===== config.mk =====
export PLATFORM = sky130hd
export DESIGN_NAME = irq_evt_classifier
export DESIGN_NICKNAME = d
export VERILOG_FILES = /design/src/rtl/irq_evt_pkg.sv /design/src/rtl/irq_evt_capture.sv /design/src/rtl/irq_evt_prio.sv /design/src/rtl/irq_evt_issue.sv /design/src/rtl/irq_evt_classifier.sv
export SDC_FILE = /design/constraint.sdc
export NUM_CORES = 1
export LEC_CHECK = 0
export CAP_MARGIN = 15
export CORE_AREA = 2 2 39 41
export DETAILED_ROUTE_END_ITERATION = 8
export DIE_AREA = 0 0 41 43
export DONT_BUFFER_PORTS = 1
export PLACE_DENSITY = 0.59
export SLEW_MARGIN = 10
export SYNTH_ARGS = -nofsm -noshare
export SYNTH_HDL_FRONTEND = slang
export SYNTH_SLANG_ARGS = --single-unit

===== constraint.sdc =====
create_clock -name clk -period 1 [get_ports clk]
set_input_delay 0.05 -clock clk [delete_from_list [all_inputs] [get_ports clk]]
set_output_delay 0.05 -clock clk [all_outputs]
set_load 0.1 [all_outputs]

===== src/rtl/irq_evt_pkg.sv =====
package irq_evt_pkg;

  localparam int EVT_W   = 3;
  localparam int NUM_EVT = 5;

  typedef enum logic [EVT_W-1:0] {
    EV_NONE  = 3'd0,
    EV_SLAVE = 3'd1,
    EV_ARB   = 3'd2,
    EV_ACK   = 3'd3,
    EV_NACK  = 3'd4,
    EV_RX    = 3'd5
  } ev_code_t;

  typedef struct packed {
    logic slave;
    logic arb;
    logic rxack;
    logic tx;
  } flag_snap_t;

endpackage


===== src/rtl/irq_evt_capture.sv =====
module irq_evt_capture
  import irq_evt_pkg::*;
(
  input  logic       clk,
  input  logic       rst,
  input  logic       irq_pend,
  input  flag_snap_t flags_in,
  output logic       snap_vld,
  output flag_snap_t snap
);

  logic armed;
  logic take;

  assign take = irq_pend && armed;

  always_ff @(posedge clk) begin
    if (rst) begin
      armed    <= 1'b1;
      snap_vld <= 1'b0;
      snap     <= '0;
    end else begin
      snap_vld <= take;
      if (take) begin
        snap  <= flags_in;
        armed <= 1'b0;
      end else if (!irq_pend) begin
        armed <= 1'b1;
      end
    end
  end

endmodule


===== src/rtl/irq_evt_prio.sv =====
module irq_evt_prio
  import irq_evt_pkg::*;
(
  input  logic       snap_vld,
  input  flag_snap_t snap,
  output ev_code_t   code
);

  always_comb begin
    if (!snap_vld)       code = EV_NONE;
    else if (snap.slave) code = EV_SLAVE;
    else if (snap.arb)   code = EV_ARB;
    else if (snap.tx)    code = snap.rxack ? EV_NACK : EV_ACK;
    else                 code = EV_RX;
  end

endmodule


===== src/rtl/irq_evt_issue.sv =====
module irq_evt_issue
  import irq_evt_pkg::*;
(
  input  logic               clk,
  input  logic               rst,
  input  ev_code_t           code,
  output logic               evt_valid,
  output logic [EVT_W-1:0]   evt_code,
  output logic [NUM_EVT-1:0] evt_onehot,
  output logic               clr_pend,
  output logic               clr_arb,
  output logic               ctl_rewrite
);

  logic any;
  assign any = (code != EV_NONE);

  always_ff @(posedge clk) begin
    if (rst) begin
      evt_valid   <= 1'b0;
      evt_code    <= '0;
      clr_pend    <= 1'b0;
      clr_arb     <= 1'b0;
      ctl_rewrite <= 1'b0;
    end else begin
      evt_valid   <= any;
      evt_code    <= code;
      clr_pend    <= any;
      clr_arb     <= (code == EV_ARB);
      ctl_rewrite <= (code == EV_SLAVE);
    end
  end

  for (genvar i = 0; i < NUM_EVT; i++) begin : g_oh
    always_ff @(posedge clk) begin
      if (rst) evt_onehot[i] <= 1'b0;
      else     evt_onehot[i] <= (code == ev_code_t'(i + 1));
    end
  end

endmodule


===== src/rtl/irq_evt_classifier.sv =====
module irq_evt_classifier
  import irq_evt_pkg::*;
(
  input  logic               clk,
  input  logic               rst,
  input  logic               irq_pend,
  input  logic               st_slave,
  input  logic               st_arb,
  input  logic               st_rxack,
  input  logic               ctl_tx,
  output logic               evt_valid,
  output logic [EVT_W-1:0]   evt_code,
  output logic [NUM_EVT-1:0] evt_onehot,
  output logic               clr_pend,
  output logic               clr_arb,
  output logic               ctl_rewrite
);

  flag_snap_t flags_in;
  flag_snap_t snap;
  logic       snap_vld;
  ev_code_t   code;

  assign flags_in = '{slave: st_slave, arb: st_arb, rxack: st_rxack, tx: ctl_tx};

  irq_evt_capture u_cap (
    .clk      (clk),
    .rst      (rst),
    .irq_pend (irq_pend),
    .flags_in (flags_in),
    .snap_vld (snap_vld),
    .snap     (snap)
  );

  irq_evt_prio u_prio (
    .snap_vld (snap_vld),
    .snap     (snap),
    .code     (code)
  );

  irq_evt_issue u_iss (
    .clk         (clk),
    .rst         (rst),
    .code        (code),
    .evt_valid   (evt_valid),
    .evt_code    (evt_code),
    .evt_onehot  (evt_onehot),
    .clr_pend    (clr_pend),
    .clr_arb     (clr_arb),
    .ctl_rewrite (ctl_rewrite)
  );

endmodule


==> impl_metrics.toml <==
[timing]
hold_ws_ns = -0.1845
skew_ns = 0.004822
fmax_mhz = 979.8
slew_viol_final = 0
postLayoutSetupSlackWorst_ns = -0.02061
fin_crit_ns = 1.021
fin_crit_sh = 1.021
maxSlewHeadroom = 0.8351
timing.final.hold_violations = 10
rsz0062_at_grt = "true"
setup_viol = 3
tightest_slew_ns = 0.2466

[cells_and_area]
fin_nets = 68
fillers = 129
antenna-diode-count = 0
final_cell_mix = "dfxtp_1 (12), buf_12 (9)"
layout_commonest_cell = "dfxtp_1"
final_cells = 76
final_area_sq_um = 748.2
drive_above_1_share = 0.3833
syn_to_final_growth_pct = 45.15

[worst_setup_path]
crit_arrival_ns = 1.25
r2r-start = "u_cap.snap[2]"
worstPathCellList = "or4b_4, nor2b_2"
required_ns = 1.23
end_kind = "flop"
r2r_slack_ns = -0.02
cp_top_family = "simple AND/OR/NAND/NOR gates"
r2r_end = "u_iss.evt_code[2]"
worstSetupPathType = "flop to flop"
cp_slowest_cell = "or4b_4"
crit_buf_inv = 0
worstSetupStartpointType = "flop"
ff2ff_path_depth = 2
crit_path_max_fanout = 4
cpPeakStageDelay_ns = 0.54

[detailed_routing]
viasPerCell = 4.750
wl_per_cell_um = 10.49
drcViolationCount = 0
detail-route-antenna-nets = 0
wirelength_um = 797
vias = 361
drt-pass1-iter-count = 3
drtIter0Drc = 5

[pwr]
clock_power_share = 0.303
net-switching-power_uw = 316.3
ir_drop_mv = 0.8024
pwr_density_cell_nw_per_um2 = 1522
combPwrFrac = 0.145
seqPwrFrac = 0.553
swShare = 0.2778
p_int_uw = 822.6
p_leak_nw = 0.3001

[clocking]
cts_tree = "yes"
cts-root-buf = "clkbuf_4"
clk_latency_ns = 0.29
htree_levels = 1
cts_sinks = 15
postCtsSetupRepairBufs = 0
path_clk_slew_ns = 0.09
clock_path_buffers = 2
hold_buffers = 1
numCtsBuffers = 3

[floorplan]
rows = 14
die-area_sq_um = 1763
io_pins = 19
initial_utilization = 0.3725
die_x_um = 41
die_h_um = 43
core_area_sq_um = 1384

[synthesis]
postSynthAreaPerCell_sq_um = 10.74
syn-instance-count = 48
ys_warn_count = 0
ys_seq_elements = 15
synth.net_count = 55
synth_cell_type_count = 19
syn_area_sq_um = 515.5
ys_seq_area_frac = 0.5825

[grt]
gr-usage-met2 = 0.1781
grt_max_degree = 11
use_met3 = 0.03665
grt_pass1_wl_mm = 1.393
grt_busiest_layer = "met2"
first_global_vias = 341
grtUsageTotal = 0.1289
met1_usage = 0.1400
overflow = 0
antenna_found_initial = 0

[worst_hold_path]
min_to = "u_cap.snap[0]"
hold_path_startpoint = "rst"
holdPathStages = 1
worst_hold_path_type = "primary input to flop"

[flow_run]
maxCapViolCount = 0

[place]
portBuffers = 0
place_area_sq_um = 708.2
place_inst = 71
gp_congestion = 0.7514
hpwl_um = 559.2
dpl_worst_slack_ns = -0.006954

[status]
violations = "negative hold slack, negative setup slack"
outcome = "finished with violations"
==> sequential cells by signal (all words and copies together), names as in the netlist <==
name,cells
u_iss.evt_code,3
u_iss.clr_arb,1
u_cap.snap,4
u_iss.evt_valid,1
u_cap.snap_vld,1
u_iss.ctl_rewrite,1
u_iss.evt_onehot,3
u_cap.armed,1
==> Yosys cell counts <==
| library cell | number | area, sq um |
|---|---|---|
| a21o_1 | 1 | 7.510 |
| a21oi_1 | 3 | 15.01 |
| buf_4 | 3 | 22.52 |
| nand2_1 | 1 | 3.750 |
| nor2b_2 | 1 | 8.760 |
| nand4b_1 | 2 | 17.52 |
| or4b_4 | 1 | 13.76 |
| o31ai_1 | 2 | 15.01 |
| nand2b_1 | 3 | 18.77 |
| inv_1 | 3 | 11.26 |
| and2_1 | 1 | 6.260 |
| nor2_1 | 4 | 15.01 |
| dfxtp_1 | 15 | 300.3 |
| a21bo_2 | 2 | 20.02 |
| nand3_1 | 2 | 10.01 |
| a211oi_1 | 1 | 7.510 |
| nor2b_1 | 1 | 6.260 |
| buf_6 | 1 | 11.26 |
| nor3_1 | 1 | 5.000 |
==> power by group through the flow <==
stage	Sequential [mW]	Clock [mW]	Combinational, mW
after floorplan	0.696	0	0.0642
after global placement	0.643	0	0.156
after detailed placement	0.643	0	0.158
after CTS	0.629	0.351	0.165
after global routing	0.633	0.393	0.173
final	0.629	0.345	0.165
==> cell type report <==
type	count	area (sq um)	area share
clock inverters	1	5.005	0.006689
well taps	16	20.02	0.02676
repair buffers	12	205.2	0.2742
flip-flops and latches	15	311.5	0.4164
inverters	3	11.26	0.01505
clock buffers	3	22.52	0.03010
multi-input cells	26	172.7	0.2308
==> per-stage QoR <==
stage	setup TNS [ns]	hold WS, ns	power (mW)	utilization
2_1_floorplan	0	0.1230	0.7603	-
3_3_place_gp	0	0.1204	0.7991	0.5118
3_5_place_dp	-0.006954	0.1234	0.8013	0.5118
4_1_cts	-0.05600	-0.1847	1.145	0.5389
5_1_grt	-0.2306	-0.1991	1.199	0.5407
6_report	-0.03051	-0.1845	1.139	0.5407
==> cells by family (layout without fill, tap and decap cells) <==
kind of cell           after synthesis  count (layout)  synth area share
AOI/OAI and AO/OA                    9               9            0.1262
DFF                                 15              15            0.5825
and+or+nand+nor                     17              17            0.2039
buffers and inverters                7              19           0.08737
==> layer usage <==
metal / up-vias / wire length (um)
li1: 183 / -
met1: 162 / 313
met2: 12 / 409
met3: 4 / 41
met4: 0 / 33
met5: - / 0
==> repair_timing <==
item | in CTS | in global routing
hold endpoints to repair | 10 | 10
pin swaps | 0 | 0
gates cloned | 0 | 0
resized for setup | 0 | 1
endpoints found under the setup margin | 4 | 4
==> worst max path at each step <==
stage	endpoint	cells past startpoint	slack (ns)	start
CTS	u_iss.evt_onehot[3]	2	-0.03	u_cap.snap[2]
floorplan	u_iss.evt_code[2]	2	0.01	u_cap.snap[2]
finish	u_iss.evt_code[2]	2	-0.02	u_cap.snap[2]
global route	u_iss.evt_onehot[4]	2	-0.07	u_cap.snap[2]
detailed placement	u_iss.evt_onehot[3]	2	-0.007	u_cap.snap[2]
global placement	u_iss.evt_code[2]	2	0.01	u_cap.snap[2]
(Power assumes the default switching activity.)
